## src/rtl/flash_pulse_pkg.sv

```systemverilog
package flash_pulse_pkg;

    localparam int REG_AW   = 4;
    localparam int DEF_W    = 22;

    typedef enum logic [REG_AW-1:0] {
        RA_CTRL    = 4'd0,
        RA_LEN_HI  = 4'd1,
        RA_LEN_MID = 4'd2,
        RA_LEN_LO  = 4'd3,
        RA_DAT_HI  = 4'd4,
        RA_DAT_LO  = 4'd5,
        RA_ADR_HI  = 4'd6,
        RA_ADR_LO  = 4'd7,
        RA_STATUS  = 4'd8
    } reg_idx_e;

    // bit positions of the operation select field
    localparam int OPB_ARRAY  = 0;
    localparam int OPB_SECTOR = 1;
    localparam int OPB_PROG   = 2;
    localparam int ARM_BIT    = 7;

    localparam logic [DEF_W-1:0] LEN_DEF_ARRAY  = 22'h3FFFFF;
    localparam logic [DEF_W-1:0] LEN_DEF_SECTOR = 22'h0FFFFF;
    localparam logic [DEF_W-1:0] LEN_DEF_PROG   = 22'h000190;

    typedef struct packed {
        logic       armed;
        logic [2:0] sel;
    } ctrl_t;

    typedef struct packed {
        logic        valid;
        logic [15:0] word;
    } wword_t;

    function automatic logic sel_is_single(input logic [2:0] v);
        return (v == 3'b001) || (v == 3'b010) || (v == 3'b100);
    endfunction

    function automatic logic [DEF_W-1:0] default_len(input logic [2:0] sel);
        logic [DEF_W-1:0] r;
        r = '0;
        if (sel[OPB_ARRAY])  r = LEN_DEF_ARRAY;
        if (sel[OPB_SECTOR]) r = LEN_DEF_SECTOR;
        if (sel[OPB_PROG])   r = LEN_DEF_PROG;
        return r;
    endfunction

endpackage

```

## src/rtl/flash_ctl_regs.sv

```systemverilog
module flash_ctl_regs
    import flash_pulse_pkg::*;
#(
    parameter int LEN_W = 22
) (
    input  logic                      clk,
    input  logic                      rst,
    input  logic                      wr,
    input  logic [REG_AW-1:0]         idx,
    input  logic [7:0]                wdata,
    input  logic                      busy,
    output ctrl_t                     ctrl_q,
    output logic [LEN_W-1:0]          stage_q,
    output logic                      arm_evt,
    output logic                      commit,
    output logic [LEN_W-1:0]          commit_len
);
    localparam int HI_W = LEN_W - 16;

    logic wr_ctrl;
    logic len_ok;
    logic arm_ok;

    assign wr_ctrl   = wr && (idx == RA_CTRL) && !busy;
    assign len_ok    = wr && ctrl_q.armed && !busy;
    assign arm_ok    = wr_ctrl && wdata[ARM_BIT] && !ctrl_q.armed &&
                       (ctrl_q.sel != 3'b000) && (wdata[2:0] == ctrl_q.sel);
    assign arm_evt   = arm_ok;
    assign commit    = len_ok && (idx == RA_LEN_LO);
    assign commit_len = {stage_q[LEN_W-1:8], wdata};

    always_ff @(posedge clk) begin
        if (rst) begin
            ctrl_q  <= '0;
            stage_q <= '0;
        end else if (commit) begin
            ctrl_q.armed <= 1'b0;
        end else if (arm_ok) begin
            ctrl_q.armed <= 1'b1;
            stage_q      <= LEN_W'(default_len(ctrl_q.sel));
        end else if (wr_ctrl && !wdata[ARM_BIT]) begin
            if (sel_is_single(wdata[2:0])) begin
                ctrl_q.sel   <= wdata[2:0];
                ctrl_q.armed <= 1'b0;
            end else begin
                ctrl_q <= '0;
            end
        end else if (len_ok && idx == RA_LEN_HI) begin
            stage_q[LEN_W-1:16] <= wdata[HI_W-1:0];
        end else if (len_ok && idx == RA_LEN_MID) begin
            stage_q[15:8] <= wdata;
        end
    end

endmodule

```

## src/rtl/flash_pulse_timer.sv

```systemverilog
module flash_pulse_timer #(
    parameter int LEN_W    = 22,
    parameter int TICK_DIV = 2
) (
    input  logic             clk,
    input  logic             rst,
    input  logic             load,
    input  logic [LEN_W-1:0] load_len,
    input  logic [2:0]       load_op,
    input  logic             arm_evt,
    output logic             busy,
    output logic             done,
    output logic [2:0]       op_pulse
);
    localparam int DIV_W = (TICK_DIV > 1) ? $clog2(TICK_DIV) : 1;

    logic [LEN_W-1:0] cnt_q;
    logic [2:0]       op_q;
    logic             tick;

    assign busy = (cnt_q != '0);

    generate
        if (TICK_DIV == 1) begin : g_nodiv
            assign tick = 1'b1;
        end else begin : g_div
            logic [DIV_W-1:0] div_q;
            assign tick = (div_q == DIV_W'(TICK_DIV - 1));
            always_ff @(posedge clk) begin
                if (rst || load || !busy || tick) div_q <= '0;
                else                              div_q <= div_q + 1'b1;
            end
        end
    endgenerate

    always_ff @(posedge clk) begin
        if (rst) begin
            cnt_q <= '0;
            op_q  <= '0;
            done  <= 1'b0;
        end else if (load) begin
            cnt_q <= load_len;
            op_q  <= load_op;
            done  <= (load_len == '0);
        end else begin
            if (busy && tick) cnt_q <= cnt_q - 1'b1;
            if (arm_evt)                                done <= 1'b0;
            else if (busy && tick && cnt_q == LEN_W'(1)) done <= 1'b1;
        end
    end

    assign op_pulse = busy ? op_q : 3'b000;

endmodule

```

## src/rtl/flash_data_path.sv

```systemverilog
module flash_data_path
    import flash_pulse_pkg::*;
#(
    parameter int ADDR_W = 15
) (
    input  logic              clk,
    input  logic              rst,
    input  logic              wr,
    input  logic [REG_AW-1:0] idx,
    input  logic [7:0]        wdata,
    output logic [ADDR_W-1:0] addr_q,
    output logic [ADDR_W-1:0] out_addr,
    output logic [15:0]       out_word,
    output logic              out_strobe
);
    localparam int AHI_W = ADDR_W - 8;

    logic [7:0] hi_q;
    logic       hi_pending;
    wword_t     nxt;

    assign nxt.valid = wr && (idx == RA_DAT_LO) && hi_pending;
    assign nxt.word  = {hi_q, wdata};

    always_ff @(posedge clk) begin
        if (rst) begin
            hi_q       <= '0;
            hi_pending <= 1'b0;
            addr_q     <= '0;
            out_addr   <= '0;
            out_word   <= '0;
            out_strobe <= 1'b0;
        end else begin
            out_strobe <= nxt.valid;
            if (nxt.valid) begin
                out_word   <= nxt.word;
                out_addr   <= addr_q;
                addr_q     <= addr_q + 1'b1;
                hi_pending <= 1'b0;
            end else if (wr && idx == RA_DAT_HI) begin
                hi_q       <= wdata;
                hi_pending <= 1'b1;
            end else if (wr && idx == RA_ADR_HI) begin
                addr_q[ADDR_W-1:8] <= wdata[AHI_W-1:0];
            end else if (wr && idx == RA_ADR_LO) begin
                addr_q[7:0] <= wdata;
            end
        end
    end

endmodule

```

## src/rtl/flash_pulse_ctrl.sv

```systemverilog
module flash_pulse_ctrl
    import flash_pulse_pkg::*;
#(
    parameter int LEN_W    = 22,
    parameter int TICK_DIV = 2,
    parameter int ADDR_W   = 15
) (
    input  logic              clk,
    input  logic              rst,
    input  logic              reg_wr,
    input  logic [3:0]        reg_addr,
    input  logic [7:0]        reg_wdata,
    output logic [7:0]        reg_rdata,
    output logic              flash_chip_erase,
    output logic              flash_sector_erase,
    output logic              flash_prog_enable,
    output logic [ADDR_W-1:0] flash_addr,
    output logic [15:0]       flash_wdata,
    output logic              flash_wstrobe
);
    ctrl_t             ctrl_q;
    logic [LEN_W-1:0]  stage_q;
    logic              arm_evt;
    logic              commit;
    logic [LEN_W-1:0]  commit_len;
    logic              busy;
    logic              done;
    logic [2:0]        op_pulse;
    logic [ADDR_W-1:0] addr_q;
    logic [2:0]        sel_now;

    assign sel_now = ctrl_q.sel;

    flash_ctl_regs #(.LEN_W(LEN_W)) u_regs (
        .clk(clk), .rst(rst), .wr(reg_wr), .idx(reg_addr), .wdata(reg_wdata),
        .busy(busy), .ctrl_q(ctrl_q), .stage_q(stage_q), .arm_evt(arm_evt),
        .commit(commit), .commit_len(commit_len)
    );

    flash_pulse_timer #(.LEN_W(LEN_W), .TICK_DIV(TICK_DIV)) u_timer (
        .clk(clk), .rst(rst), .load(commit), .load_len(commit_len),
        .load_op(ctrl_q.sel), .arm_evt(arm_evt), .busy(busy), .done(done),
        .op_pulse(op_pulse)
    );

    flash_data_path #(.ADDR_W(ADDR_W)) u_data (
        .clk(clk), .rst(rst), .wr(reg_wr), .idx(reg_addr), .wdata(reg_wdata),
        .addr_q(addr_q), .out_addr(flash_addr), .out_word(flash_wdata),
        .out_strobe(flash_wstrobe)
    );

    assign flash_chip_erase   = op_pulse[OPB_ARRAY];
    assign flash_sector_erase = op_pulse[OPB_SECTOR];
    assign flash_prog_enable  = op_pulse[OPB_PROG];

    always_comb begin
        case (reg_addr)
            RA_CTRL:    reg_rdata = {ctrl_q.armed, 4'b0000, ctrl_q.sel};
            RA_LEN_HI:  reg_rdata = 8'(stage_q >> 16);
            RA_LEN_MID: reg_rdata = stage_q[15:8];
            RA_ADR_HI:  reg_rdata = 8'(addr_q >> 8);
            RA_ADR_LO:  reg_rdata = addr_q[7:0];
            RA_STATUS:  reg_rdata = {6'b000000, done, busy};
            default:    reg_rdata = 8'h00;
        endcase
    end

endmodule

```

## config.mk

```make
export PLATFORM = sky130hd
export DESIGN_NAME = flash_pulse_ctrl
export DESIGN_NICKNAME = d
export VERILOG_FILES = /design/src/rtl/flash_pulse_pkg.sv /design/src/rtl/flash_ctl_regs.sv /design/src/rtl/flash_pulse_timer.sv /design/src/rtl/flash_data_path.sv /design/src/rtl/flash_pulse_ctrl.sv
export SDC_FILE = /design/constraint.sdc
export NUM_CORES = 1
export LEC_CHECK = 0
export ABC_AREA = 1
export BUFFER_PORTS_ARGS = -buffer_cell sky130_fd_sc_hd__buf_2
export CAP_MARGIN = 30
export CORE_ASPECT_RATIO = 1.75
export CORE_MARGIN = 2
export CORE_UTILIZATION = 59
export DETAILED_ROUTE_END_ITERATION = 8
export GPL_ROUTABILITY_DRIVEN = 1
export PLACE_DENSITY = 0.8
export SKIP_CTS_REPAIR_TIMING = 1
export SYNTH_ARGS = -nofsm -noshare
export SYNTH_HDL_FRONTEND = slang
export SYNTH_SLANG_ARGS = --single-unit
```

## constraint.sdc

```tcl
create_clock -name clk -period 1.85 [get_ports clk]
set_input_delay 0.0925 -clock clk [delete_from_list [all_inputs] [get_ports clk]]
set_output_delay 0.0925 -clock clk [all_outputs]
set_load 0.1 [all_outputs]
```

==> impl_metrics.csv <==
group,metric,value,unit
placement,gp_congestion,0.941,
placement,dp_hpwl,12400,µm
yosys,synth_top_family_by_area,"simple AND/OR/NAND/NOR gates",
power,p_leak,0.00341,µW
die,coreArea,9090,µm²
yosys,synth-edff-count,0,
worst_setup_path,crit_chain,"nor2_2, nand2_4, nor2_8, nand3_4, nand2_4, o2111ai_4, buf_12",
power,p_int,5260,µW
yosys,yosys.area_share.simple,38.8,%
timing,period_needed,1900,ps
run,drv_cap,0,
final_layout,syn_to_final_growth,25.0,%
worst_setup_path,start_kind,"flip-flop",
power,comb_power_share,52.1,%
clocking,clk_path_buf_depth,2,
die,die_w,77.0,µm
timing,fmax,527,MHz
timing,layout_setup_ws,-47.0,ps
die,initial_core_util,60.5,%
power,p_clk_share,20.3,%
clocking,clk_latency,360,ps
die,io_pins,58,
grt,globalRouteTotalUtil,32.9,%
yosys,syn-num-nets,879,
worst_setup_path,crit_path_max_incr_delay,360,ps
power,switching_power,4200,µW
yosys,avgSynthCellArea,6.39,µm²
final_layout,layout.cells.non_filler,1075,
clocking,htree_levels,3,
timing,hold_viol_final,0,
die,fp-row-count,46,
timing,setup_viol,4,
final_layout,final_nets,968,
grt,grt_pass1_vias,5786,
final_layout,diodes,0,
clocking,path_clk_slew,80,ps
grt,grt_remaining_overflow,0,
routing,ant_nets,0,
clocking,clock_sinks,101,
timing,worst_pin_slew,491,ps
routing,wire_per_inst,16.5,µm
die,die-area,10100,µm²
status,status,"complete, but fails checks",
yosys,synthMuxAreaShare,0,%
worst_setup_path,cp-end-kind,"primary output",
die,fp.dieH,132,µm
routing,via_per_inst,5.74,
grt,grt_pass1_wl,26800,µm
final_layout,ff_latch_area,2030,µm²
yosys,synth-xor-area-share,2.71,%
routing,drtIter0Drc,542,
worst_setup_path,critPathMaxFanout,6,
grt,grt_max_degree,41,
yosys,ys_seq_area_share,36.7,%
worst_setup_path,cp.arrival,1800,ps
timing,maxSlewHeadroom,67.5,%
final_layout,multiInputGateArea,3070,µm²
clocking,cts_tree,"built",
clocking,cts-root-buf,"clkbuf_16",
final_layout,drive_gt1_share,19.5,%
power,pwr-share-seq,27.6,%
routing,drtPass1Iterations,6,
worst_setup_path,critical_path_class,"reg2out",
timing,fin_crit_sh,103,%
routing,wl,17800,µm
power,netSwitchingFraction,44.4,%
worst_setup_path,cpMaxStageDelayCell,"dfxtp_1",
power,power-per-cell-area,1380,nW/µm²
power,ir_drop,0.00108,V
yosys,synth_compound_area_share,10.5,%
timing,skew,5.64,ps
final_layout,final.fill_count,695,
yosys,ys_ff_latch,101,
routing,vias,6172,
final_layout,final_core_util,75.6,%
yosys,ys_types,39,
timing,rsz0062_at_grt,"yes",
yosys,synth_async_sr_flop_share,0,%
timing,slew_viol_final,0,
yosys,synthAdderAreaFrac,0.682,%
routing,drc,0,
placement,place_inst,1037,
yosys,synth_cells,861,
worst_hold_path,hold_path.class,"in2reg",
status,violations,"negative setup slack",
grt,antenna_found_initial,0,
yosys,synth_flop_cell,"dfxtp_1",
placement,portBuffers,57,
yosys,syn-cell-area,5500,µm²
clocking,cts_buffers,9,
worst_setup_path,required,1760,ps
worst_setup_path,cp_common_cell,"nand2_4",
yosys,ys.warnings.count,0,
-- flip-flops by register name, summed over array words and instances (netlist names) --
signal               count
u_timer.cnt_q           22
u_data.out_word         16
u_data.addr_q           15
u_data.out_addr         15
u_regs.stage_q          14
u_data.hi_q              8
u_regs.ctrl_q            4
u_timer.op_q             3
u_data.hi_pending        1
u_data.out_strobe        1
u_timer.done             1
u_timer.g_div.div_q      1
-- layout make-up --
class | instances | area share [%]
Clock buffer | 9 | 3.27
Clock inverter | 7 | 1.04
Inverter | 107 | 5.93
Multi-Input combinational cell | 622 | 44.7
Sequential cell | 101 | 29.5
Tap cell | 120 | 2.18
Timing Repair Buffer | 109 | 13.4
-- Yosys cell counts (2+ instances only) --
cell type | number | area (µm²)
o21ai_1 | 3 | 15.0
dfxtp_1 | 101 | 2020
clkbuf_1 | 16 | 60.1
nand2_2 | 5 | 31.3
a31oi_1 | 7 | 43.8
o211ai_1 | 3 | 22.5
o21ai_0 | 55 | 275
o22ai_1 | 4 | 25.0
inv_1 | 105 | 394
o2111ai_1 | 2 | 17.5
nor2_2 | 3 | 18.8
nand3_1 | 102 | 510
nand4_1 | 13 | 81.3
buf_1 | 2 | 7.51
a21oi_1 | 29 | 145
xor2_1 | 11 | 96.3
buf_2 | 5 | 25.0
ha_1 | 3 | 37.5
buf_4 | 3 | 22.5
nor2_1 | 127 | 477
nand2_1 | 219 | 822
o221ai_1 | 2 | 17.5
nor4_1 | 3 | 18.8
buf_6 | 5 | 56.3
xnor2_1 | 6 | 52.6
nor2_4 | 3 | 33.8
nor3_1 | 12 | 60.1
-- power by group through the flow --
stage / clock, µW / sequential, µW / combinational (µW)
2_1_floorplan: 0 / 2570 / 3090
3_3_place_gp: 0 / 2590 / 3920
3_5_place_dp: 0 / 2600 / 4050
4_1_cts: 1900 / 2550 / 4090
5_1_grt: 2000 / 2630 / 5440
6_report: 1920 / 2610 / 4930
-- cells by family (layout without fill, tap and decap cells) --
kind of cell,Yosys count,count (layout)
AO/OA/AOI/OAI,107,107
XOR/XNOR,17,17
adder cells (fa/ha/maj),3,3
buffers and inverters,139,232
flip-flops,101,101
AND/OR/NAND/NOR,494,495
-- per-stage QoR --
| step | total power (µW) | hold WS (ps) | TNS, ps | cell area [µm²] | worst slack (ps) |
|---|---|---|---|---|---|
| 2_1_floorplan | 5660 | 237 | -61.6 | 5540 | -61.6 |
| 5_1_grt | 10100 | 103 | -1400 | 6880 | -98.5 |
| 3_5_place_dp | 6650 | 437 | -208 | 6210 | -30.2 |
| 3_3_place_gp | 6510 | 430 | 0 | 6210 | 65.5 |
| 4_1_cts | 8550 | 98.9 | -1260 | 6510 | -260 |
| 6_report | 9460 | 103 | -96.6 | 6880 | -47.0 |
-- cells in the final DEF (no fill, tap or decap), types with 12 or more instances in the layout --
cell / n
nor2_2: 13
nand3_1: 102
dfxtp_1: 93
nor3_1: 12
nor2_1: 113
o21ai_0: 53
nand2_1: 212
buf_2: 46
buf_4: 43
inv_1: 98
a21oi_1: 29
nand4_1: 13
buf_12: 16
-- worst paths after layout --
kind / depth (start not counted) / endpoint / slack (ps) / startpoint
worst max-delay path: 7 / reg_rdata[0] / -50 / u_timer.cnt_q[2]
worst min-delay path: 3 / u_data.hi_q[6] / 100 / reg_wdata[6]
worst max register to register: 11 / u_timer.cnt_q[1] / -20 / u_timer.cnt_q[2]
worst min register to register: 2 / u_data.out_word[15] / 450 / u_data.hi_q[7]
-- critical path, delay by kind of cell, from the launching register on --
kind	cells	cell delay, ps
and+or+nand+nor	5	720
DFF	1	360
buffers and inverters	1	210
AOI/OAI and AO/OA	1	150
-- per-layer routing --
metal / vias to the layer above / share of wire, % / global-route usage, % / wire, µm
met3: 90 / 6.9 / 5.07 / 1230
met5: - / 0 / 0 / 0
met4: 0 / 6.6 / 23.7 / 1170
met1: 2814 / 35 / 35.1 / 6240
li1: 2939 / - / - / -
met2: 329 / 51 / 58.0 / 9130
Note: power is estimated with default switching activity, not from simulation.
